--- src/rtl/pageEccPkg.sv ---
package pageEccPkg;
  // Page geometry and code layout
  parameter int DATA_BYTES   = 2048;
  parameter int SPARE_BYTES  = 64;
  parameter int SECTOR_BYTES = 512;
  parameter int CODE_BASE    = 32;  // first spare offset holding codes
  parameter int CODE_BYTES   = 4;   // spare bytes per sector code

  localparam int SECTORS    = DATA_BYTES / SECTOR_BYTES;
  localparam int PAGE_BYTES = DATA_BYTES + SPARE_BYTES;
  localparam int IDX_W      = $clog2(PAGE_BYTES);
  localparam int OFF_W      = $clog2(SECTOR_BYTES);
  localparam int SEC_W      = $clog2(SECTORS);
  localparam int SYN_W      = OFF_W + 3;
  localparam int CODE_W     = SYN_W + 1;
  localparam int SLOT_W     = $clog2(CODE_BYTES);

  typedef struct packed {
    logic              accum;       // data byte enters the sector code
    logic              sectorDone;  // last data byte of a sector
    logic [SEC_W-1:0]  dataSector;
    logic [OFF_W-1:0]  offset;
    logic              capture;     // read: stored code byte arrives
    logic              evalNow;     // read: final code byte of a sector
    logic              replace;     // program: output takes code byte
    logic [SEC_W-1:0]  slotSector;
    logic [SLOT_W-1:0] slotByte;
  } eccStrobes_t;

  typedef enum logic [1:0] {
    ST_CLEAN = 2'b00,
    ST_FIXED = 2'b01,
    ST_FAIL  = 2'b10
  } pageStatus_e;
endpackage

--- src/rtl/pageEccCtrl.sv ---
module pageEccCtrl
  import pageEccPkg::*;
(
  input  logic             inValid,
  input  logic [IDX_W-1:0] inIndex,
  input  logic             progMode,
  input  logic             eccEnable,
  output eccStrobes_t      strb
);
  localparam int SLOT_LO = DATA_BYTES + CODE_BASE;
  localparam int SLOT_HI = SLOT_LO + CODE_BYTES * SECTORS;

  logic active, isData, inSlot;
  logic [SLOT_W+SEC_W-1:0] slotRel;

  always_comb begin
    active  = inValid && eccEnable;
    isData  = inIndex < IDX_W'(DATA_BYTES);
    inSlot  = (inIndex >= IDX_W'(SLOT_LO)) && (inIndex < IDX_W'(SLOT_HI));
    slotRel = (SLOT_W+SEC_W)'(inIndex - IDX_W'(SLOT_LO));

    strb            = '0;
    strb.dataSector = inIndex[OFF_W +: SEC_W];
    strb.offset     = inIndex[OFF_W-1:0];
    strb.slotSector = slotRel[SLOT_W +: SEC_W];
    strb.slotByte   = slotRel[SLOT_W-1:0];
    strb.accum      = active && isData;
    strb.sectorDone = active && isData && (&inIndex[OFF_W-1:0]);
    strb.capture    = active && !progMode && inSlot;
    strb.evalNow    = active && !progMode && inSlot && (&slotRel[SLOT_W-1:0]);
    strb.replace    = active && progMode && inSlot;
  end
endmodule

--- src/rtl/pageEccDatapath.sv ---
module pageEccDatapath
  import pageEccPkg::*;
(
  input  logic             clk,
  input  logic             rstN,
  input  logic             pageStart,
  input  eccStrobes_t      strb,
  input  logic             inValid,
  input  logic [IDX_W-1:0] inIndex,
  input  logic [7:0]       inData,
  output logic             outValid,
  output logic [IDX_W-1:0] outIndex,
  output logic [7:0]       outData,
  output logic             corrValid,
  output logic [IDX_W-1:0] corrIndex,
  output logic [7:0]       corrMask,
  output logic [1:0]       pageStatus
);
  // Contribution of one byte to a sector code: {parity, position XOR}
  function automatic logic [CODE_W-1:0] byteContrib(logic [OFF_W-1:0] off, logic [7:0] d);
    logic [2:0] low;
    logic       par;
    low = '0;
    par = ^d;
    for (int k = 0; k < 8; k++)
      if (d[k]) low = low ^ 3'(k);
    return {par, (par ? off : {OFF_W{1'b0}}), low};
  endfunction

  logic [CODE_W-1:0]           accCode, accNext;
  logic [CODE_W-1:0]           codeReg [SECTORS];
  logic [8*(CODE_BYTES-1)-1:0] capBytes;
  logic [CODE_W-1:0]           storedCode, diff;
  logic [SYN_W-1:0]            syn;
  logic                        synInRange;
  logic [8*CODE_BYTES-1:0]     codePad;
  logic [7:0]                  replByte;
  pageStatus_e                 verdict, statusQ;

  always_comb begin
    accNext    = accCode ^ byteContrib(strb.offset, inData);
    storedCode = CODE_W'(~{inData, capBytes});
    diff       = storedCode ^ codeReg[strb.slotSector];
    syn        = diff[SYN_W-1:0];
    codePad    = (8*CODE_BYTES)'(codeReg[strb.slotSector]);
    replByte   = ~codePad[8*strb.slotByte +: 8];
  end

  // A syndrome can only leave the sector when the sector is not a power of two
  generate
    if (SECTOR_BYTES * 8 < 2 ** SYN_W) begin : g_rangeCheck
      assign synInRange = syn < SYN_W'(SECTOR_BYTES * 8);
    end else begin : g_fullRange
      assign synInRange = 1'b1;
    end
  endgenerate

  always_comb begin
    if (diff == '0)                         verdict = ST_CLEAN;
    else if (diff[CODE_W-1] && synInRange)  verdict = ST_FIXED;
    else                                    verdict = ST_FAIL;
  end

  always_ff @(posedge clk) begin
    if (!rstN) begin
      accCode  <= '0;
      capBytes <= '0;
      for (int i = 0; i < SECTORS; i++) codeReg[i] <= '0;
    end else begin
      if (pageStart)        accCode <= '0;
      else if (strb.accum)  accCode <= strb.sectorDone ? '0 : accNext;
      if (strb.sectorDone)  codeReg[strb.dataSector] <= accNext;
      if (strb.capture && !strb.evalNow)
        capBytes[8*strb.slotByte +: 8] <= inData;
    end
  end

  always_ff @(posedge clk) begin
    if (!rstN) begin
      outValid  <= 1'b0;
      outIndex  <= '0;
      outData   <= '0;
      corrValid <= 1'b0;
      corrIndex <= '0;
      corrMask  <= '0;
      statusQ   <= ST_CLEAN;
    end else begin
      outValid  <= inValid;
      outIndex  <= inIndex;
      outData   <= strb.replace ? replByte : inData;
      corrValid <= strb.evalNow && (verdict == ST_FIXED);
      corrIndex <= IDX_W'({strb.slotSector, syn[SYN_W-1:3]});
      corrMask  <= 8'(1) << syn[2:0];
      if (pageStart)
        statusQ <= ST_CLEAN;
      else if (strb.evalNow) begin
        if (verdict == ST_FAIL || statusQ == ST_FAIL) statusQ <= ST_FAIL;
        else if (verdict == ST_FIXED)                 statusQ <= ST_FIXED;
      end
    end
  end

  assign pageStatus = statusQ;

  AST_STATUS_LEGAL: assert property (@(posedge clk) disable iff (!rstN)
    pageStatus != 2'b11);
  AST_CORR_ONE_BIT: assert property (@(posedge clk) disable iff (!rstN)
    corrValid |-> $countones(corrMask) == 1);
  AST_CORR_IN_DATA: assert property (@(posedge clk) disable iff (!rstN)
    corrValid |-> corrIndex < IDX_W'(DATA_BYTES));
  AST_FAIL_STICKY: assert property (@(posedge clk) disable iff (!rstN)
    ($past(rstN) && !$past(pageStart) && $past(pageStatus) == 2'b10) |-> pageStatus == 2'b10);
  AST_CLEAR_ON_START: assert property (@(posedge clk) disable iff (!rstN)
    ($past(rstN) && $past(pageStart)) |-> pageStatus == 2'b00);
  AST_VALID_FOLLOWS: assert property (@(posedge clk) disable iff (!rstN)
    $past(rstN) |-> outValid == $past(inValid));
endmodule

--- src/rtl/pageEccEngine.sv ---
module pageEccEngine
  import pageEccPkg::*;
(
  input  logic             clk,
  input  logic             rstN,
  input  logic             eccEnable,
  input  logic             progMode,
  input  logic             pageStart,
  input  logic             inValid,
  input  logic [IDX_W-1:0] inIndex,
  input  logic [7:0]       inData,
  output logic             outValid,
  output logic [IDX_W-1:0] outIndex,
  output logic [7:0]       outData,
  output logic             corrValid,
  output logic [IDX_W-1:0] corrIndex,
  output logic [7:0]       corrMask,
  output logic [1:0]       pageStatus
);
  eccStrobes_t strb;

  pageEccCtrl u_ctrl (
    .inValid   (inValid),
    .inIndex   (inIndex),
    .progMode  (progMode),
    .eccEnable (eccEnable),
    .strb      (strb)
  );

  pageEccDatapath u_path (
    .clk        (clk),
    .rstN       (rstN),
    .pageStart  (pageStart),
    .strb       (strb),
    .inValid    (inValid),
    .inIndex    (inIndex),
    .inData     (inData),
    .outValid   (outValid),
    .outIndex   (outIndex),
    .outData    (outData),
    .corrValid  (corrValid),
    .corrIndex  (corrIndex),
    .corrMask   (corrMask),
    .pageStatus (pageStatus)
  );

  AST_BYPASS_QUIET: assert property (@(posedge clk) disable iff (!rstN)
    ($past(rstN) && !$past(eccEnable)) |-> !corrValid);
endmodule

--- config.mk ---
export PLATFORM = sky130hd
export DESIGN_NAME = pageEccEngine
export DESIGN_NICKNAME = d
export VERILOG_FILES = /design/src/rtl/pageEccPkg.sv /design/src/rtl/pageEccCtrl.sv /design/src/rtl/pageEccDatapath.sv /design/src/rtl/pageEccEngine.sv
export SDC_FILE = /design/constraint.sdc
export NUM_CORES = 1
export LEC_CHECK = 0
export ABC_AREA = 0
export BUFFER_PORTS_ARGS = -buffer_cell sky130_fd_sc_hd__clkbuf_2
export CAP_MARGIN = 20
export CELL_PAD_IN_SITES_DETAIL_PLACEMENT = 2
export CELL_PAD_IN_SITES_GLOBAL_PLACEMENT = 2
export CORE_ASPECT_RATIO = 2
export CORE_MARGIN = 2
export CORE_UTILIZATION = 38
export DETAILED_ROUTE_END_ITERATION = 10
export GPL_ROUTABILITY_DRIVEN = 0
export PLACE_DENSITY = 0.91
export SYNTH_ARGS = -nofsm -noshare
export SYNTH_HDL_FRONTEND = slang
export SYNTH_SLANG_ARGS = --single-unit
--- constraint.sdc ---
create_clock -name clk -period 2.51 [get_ports clk]
set_input_delay 0.251 -clock clk [delete_from_list [all_inputs] [get_ports clk]]
set_output_delay 0.251 -clock clk [all_outputs]
set_load 0.01 [all_outputs]
[After elaboration in Yosys (flattened, before gate mapping)]
Memories as Yosys holds them, arrays and structs flattened.
Index checks and enable logic that the tools add are counted.
Widths: inputs -> output; s select.
Word-level totals
  bits in registers: 81
  memory bits (writable): 52
  input port bits: 26
  output and inout bits: 44
  word-level logic and storage cells: 78
  memories kept: 1
Cells by class
  $add $sub $neg: 2
  $lt $le $gt $ge: 3
  equal/unequal tests: 3
  shifts and indexed selects: 4
  muxes and demuxes: 22
  bitwise gates (word level): 11
  reductions and logical operators: 22
Memory list
  u_path.codeReg: depth 4, width 13, read ports 1, clocked after Yosys merged registers in 0, wr ports 4, RTL line pageEccDatapath.sv:31  | logic [CODE_W-1:0] codeReg [SECTORS];
Operators by type and width (number)
  $neg 5->34: 1
  $shift 8x34->24 const A: 1
  $shiftx 8x34->24: 1
  $shiftx 32x6->8: 1
  $mux 13: 2
  $xor 13x13->13: 2
  $bwmux 24: 1
  $lt 12x12->1 const B: 2
  $mux 2: 7
  $logic_not 13->1: 1
  $not 13->13: 1
  $reduce_or 13->1: 1
  $ge 12x12->1 const B: 1
  $mux 3: 4
  $logic_and 1x1->1: 11
  $mux 9: 1
  $reduce_and 9->1: 1
  $mux 8: 1
  $not 8->8: 1
  $reduce_xor 8->1: 1
  $shl 1x3->8 const A: 1
  $mux 1: 6
  $not 2->2: 3
  $eq 2x2->1 const B: 2
  other kinds (10): 13

[Longest topological paths before layout]
  word-level depth: 13
  mapped depth: 9
  depth with buffers taken out: 7

[Modules after synthesis]
From an unflattened synthesis, not the netlist that was laid out.
Unflattened totals
  cells, all modules: 474
  area, all modules: 5331.4 sq um
By module, submodules not included
  pageEccDatapath: instances 1, cells an instance 445, area each 5126.2 sq um, seq. area each 2942.8 sq um
  pageEccCtrl: instances 1, cells an instance 29, area each 205.2 sq um, seq. area each 0.0 sq um

[Worst setup path after synthesis]
OpenSTA, ideal clock, no wires.
  path type: input to register
  start: in inIndex[0]
  end: mem u_path.codeReg[0][0] in the netlist's numbering (enable)
  setup time: 0.356 ns
  data arrival time: 1.837 ns
  data required time: 2.154 ns
  slack: 0.318 ns
  stages on the path: 8
  buffers on the path: 2
  cell sequence: ha_1 > nand4_1 > nor2_2 > nand3_1 > or3_1 > clkbuf_1 > buf_2 > nand2_1
RTL lines
  start: declaration: RTL line pageEccEngine.sv:10  | input logic [IDX_W-1:0] inIndex,
  end: declaration: RTL line pageEccDatapath.sv:31

[Worst setup path after layout]
  start: mem u_path.codeReg[0][0] in the netlist's numbering
  end: reg u_path.statusQ[0] (netlist: u_path.pageStatus[0])
Between the ends
  word-level cells in the longest chain between the ends: 8
  elaborated cells between the ends (all ways): 10
  classes of those cells: eq/ne: 2; mux: 2; bitwise: 1; reduce/logical: 4; memory: 1
Ends and longest elaborated chain
  $mem_v2 4x13 *
  $xor 13x13->13 *: RTL line pageEccDatapath.sv:43  | diff = storedCode ^ codeReg[strb.slotSector];
  $logic_not 13->1 *: RTL line pageEccDatapath.sv:59  | if (diff == '0) verdict = ST_CLEAN;
  $mux 2 *: RTL line pageEccDatapath.sv:59
  $eq 2x2->1: RTL line pageEccDatapath.sv:97  | if (verdict == ST_FAIL || statusQ == ST_FAIL) statusQ <= ST_FAIL;
  $logic_or 1x1->1: RTL line pageEccDatapath.sv:97
  $reduce_bool 2->1 (no line)
  $reduce_and 2->1 (no line)
  end signal: assignment: RTL line pageEccDatapath.sv:95  | statusQ <= ST_CLEAN;
  end signal: assignment: RTL line pageEccDatapath.sv:97
  end signal: assignment: RTL line pageEccDatapath.sv:98  | else if (verdict == ST_FIXED) statusQ <= ST_FIXED;
  end: declaration: RTL line pageEccDatapath.sv:38  | pageStatus_e verdict, statusQ;
Mark *: on every way between the ends. The rest lies on a longest branch, timed or not.
A chain may end at the register's enable or synchronous reset.

==> results <==
- For this design the top-level I/O count stands at 70.
- Summed over all failing endpoints, the final setup total negative slack is 0 ns.
- The core region is 13,400 um2.
- Counting along the longest clock path gives a buffer depth of 2.
- The count of unique library cells instantiated by Yosys is 40.
- The share of synthesized area in the top cell type comes to 0.300.
- The post-route clock skew is 0.0124 ns.
- Setup repair after global routing left no endpoint under its margin.
- The first-pass GRT wire length is 29.6 mm.
- The instance count after placement with tap cells included is 694.
- Of the total synthesized cell area, the portion taken by full adders, half adders and majority gates is 0.00722.
- After detailed routing, the average wire length per cell comes to 27.2 um.
- The number of enable-type register cells in the synthesized netlist is 52.
- The smallest hold slack is a little under 0.08 ns.
- The routed layout has 4,143 vias.
- The source-to-sink clock delay at the later pin of the worst-skew pair is 0.43 ns.
- The maximum fanout along the worst path is 2.
- The via count of the first global-routing pass was 4,681.
- The post-layout worst setup margin is 0.161 ns.
- The reported net switching power is 1.41 mW.
- The design draws 5.38 mW.
- The fraction of layout cells with a size suffix above 1 is 0.273.
- The CTS H-tree depth is 4.
- The switching share of power is 0.263.
- Of the total synthesized cell area, the portion taken by AND, OR, NAND and NOR gates is 0.159.
- The number of synthesized register bits is 119.
- The number of antenna diodes in the final layout is 0.
- After detailed routing, the total wire length is between 15 and 20 mm.
- The part of the total power dissipated in combinational logic is 0.118.
- For the worst setup path, the data required time is 2.87 ns.
- The Yosys step of the flow raised 0 warnings.
- The HPWL reported at the end of detailed placement is 13.2 mm.
- A synthesized cell averages 11.3 um2.
- The effective utilization at floorplan is 0.387.
- The worst vdd rail ir drop is around 0.00056 V.
- The floorplan step set the die height to 169 um.
- The share of the Yosys chip area taken by registers is 0.558.
- In the routed design, unresolved DRC markers number 0.
- The share of total power dissipated in the clock network is 0.491.
- Of the total synthesized cell area, the portion taken by XOR and XNOR cells is 0.0697.
- The clock transition at the registers of the reported paths is 0.06 ns.
- The run finished with clean final reports.
- The cell sitting at the root of the clock tree is a clkbuf_16.
- For this run, asynchronously set or reset flops after synthesis account for 0.
- The hold buffer count at CTS is 0.
- The data arrival time of the critical path is 2.71 ns.
- The die outline area is 14,700 um2.
- The cell area after layout is roughly 6500 um2.
- The kind of launch point of the worst setup path is a register.
- The slack of the worst reg-to-reg path is 0.16 ns.
- The library cell with the highest instance count after synthesis is nor2_1.
- The share of the clock period used by the worst path after layout is 0.936.
- The remaining max-slew budget at the tightest pin is 0.366.
- The post-CTS setup-driven buffer insertion count is 0.
- The number of search-and-repair iterations in the first detailed-routing pass is 4.
- The type of the worst min-delay path is in -> reg.
- The cell area after placement is 5870 um2.
- Counting instances in the post-synthesis netlist gives the leading cell types as 75 x nor2_1, 67 x dfxtp_1, 52 x edfxtp_1.
- From synthesis to final layout, the design area changed by 24.8%.
- The area fraction in compound gates after synthesis is 0.0801.
- By area the synthesized netlist is led by edfxtp_1 30%, dfxtp_1 26%, nor2_1 5.4%.
- For this run, the leading register cell type out of synthesis is dfxtp_1.
- The synthesized area is roughly 5200 um2.
- The kind of capture point of the worst setup path is a register.
- The net count after synthesis is about 490.
- The final layout net count is 587.
- The sequential cell fraction of total power is 0.391.
- The number of placement rows is 60.
- The via density per instance is ~5.7.
- Timing would allow up to 426 MHz.
- Entering global routing, the biggest net connects 39 pins.
- The routed design could run at a clock period as short as between 2 and 2.5 ns.
- The number of gates resized after CTS is 0.
- The kind of critical path is reg -> reg.
- The final core utilization is 0.483.
- The worst-case setup slack after placement is -0.105 ns.
- TritonCTS built the clock tree.
- At the pin with the least slew margin, the transition time is 0.946 ns.
- For this design the static power due to leakage is between 2 and 3 nW.
- The count of nets left with antenna violations once routing finished came out at 0.
- Summed over all instances, the cell type with the most area after synthesis is edfxtp_1.
- The total clock buffers created by CTS is 17.
- The number of standard cells in the layout, taps in and fillers out is 726.
- By area, the combinational part of the netlist is dominated by simple AND/OR/NAND/NOR gates.
- The first routing iteration left 167 violations.
- The total number of clock tree sinks is roughly 120.
- Synthesis produced a netlist whose cell count is between 400 and 500.
- The number of hold violations in the final report was 0.
- The total overflow reported by the global router is 0.
- Setup violations remaining at the end of the flow were counted as 0.
- The horizontal extent of the die is 86.7 um.
- In the global route stage, overall resource usage came out at 0.285.
- The internal portion of the total power is 3.97 mW.
- Across the run, the number of max-cap violations was 0.
- The count of input and output buffers is 68.
- The initial antenna violation count came to 0.
- The share of cell area taken by muxes after synthesis is 0.0945.
- Dividing total power by cell area gives a power density of a little over 800 nW/um2.
- The final number of max-transition violations was 0.
## registers in the layout, summed over array words and instances (netlist names)
name and count:
u_path.outValid 1, u_path.codeReg 52, u_path.corrIndex 10, u_path.corrMask 8
u_path.pageStatus 2, u_path.corrValid 1, u_path.accCode 13, u_path.outData 8
u_path.outIndex 11, u_path.capBytes 13
## layer usage
layer / GRT usage / routed length, um
met5: 0 / 0
met2: 0.505 / 10700
met3: 0.0647 / 683
met4: 0.185 / 1340
met1: 0.290 / 7030
## final cells by class
class / instances / area [um2]
Fill cell: 1326 / 6950
Clock buffer: 17 / 425
Clock inverter: 15 / 201
Multi-Input combinational cell: 311 / 2140
Sequential cell: 119 / 2900
Inverter: 5 / 18.8
Timing Repair Buffer: 104 / 611
Tap cell: 155 / 194
## final timing paths
path,start,endpoint,depth (start not counted)
worst max register to register,u_path.codeReg[0][0]$_SDFFCE_PN0P_,u_path.pageStatus[0]$_SDFFE_PP0P_,7
worst max-delay path,u_path.codeReg[0][0]$_SDFFCE_PN0P_,u_path.pageStatus[0]$_SDFFE_PP0P_,7
worst min register to register,u_path.accCode[6]$_SDFFE_PP0P_,u_path.accCode[6]$_SDFFE_PP0P_,1
worst min-delay path,inIndex[11],u_path.outIndex[11]$_SDFF_PN0_,2
## power groups by stage
stage	combinational (mW)	sequential (mW)	clock (mW)
2_1_floorplan	0.338	2.15	0
3_3_place_gp	0.576	2.13	0
3_5_place_dp	0.611	2.14	0
4_1_cts	0.638	2.10	2.67
5_1_grt	0.676	2.11	2.76
6_report	0.634	2.10	2.64
## logic make-up (layout without fill, tap and decap cells)
logic type / Yosys count / count (layout)
multiplexers: 22 / 22
other: 1 / 1
XOR/XNOR: 38 / 38
AO/OA/AOI/OAI: 66 / 66
AND/OR/NAND/NOR: 181 / 181
adder cells (fa/ha/maj): 3 / 3
buffers and inverters: 30 / 141
flip-flops: 119 / 119
## placed cells by master (no fill, tap or decap), types with 19 or more instances in the layout
cell type  Yosys  final
clkbuf_2       0     68
edfxtp_1      52     52
nor2_1        75     75
nand2_1       42     42
xnor2_1       23     23
and2_1        24     24
o21ai_0       19     19
dfxtp_1       67     67
buf_4          4     36
## critical path: stages, from the launching register on
cell and delay (ns):
edfxtp_1 0.42, mux4_1 0.63, xnor2_2 0.19, nor4_1 0.36
buf_4 0.21, a31oi_1 0.13, nand2b_1 0.21, a21oi_2 0.13
No activity file was read; power rests on OpenSTA's default activity.
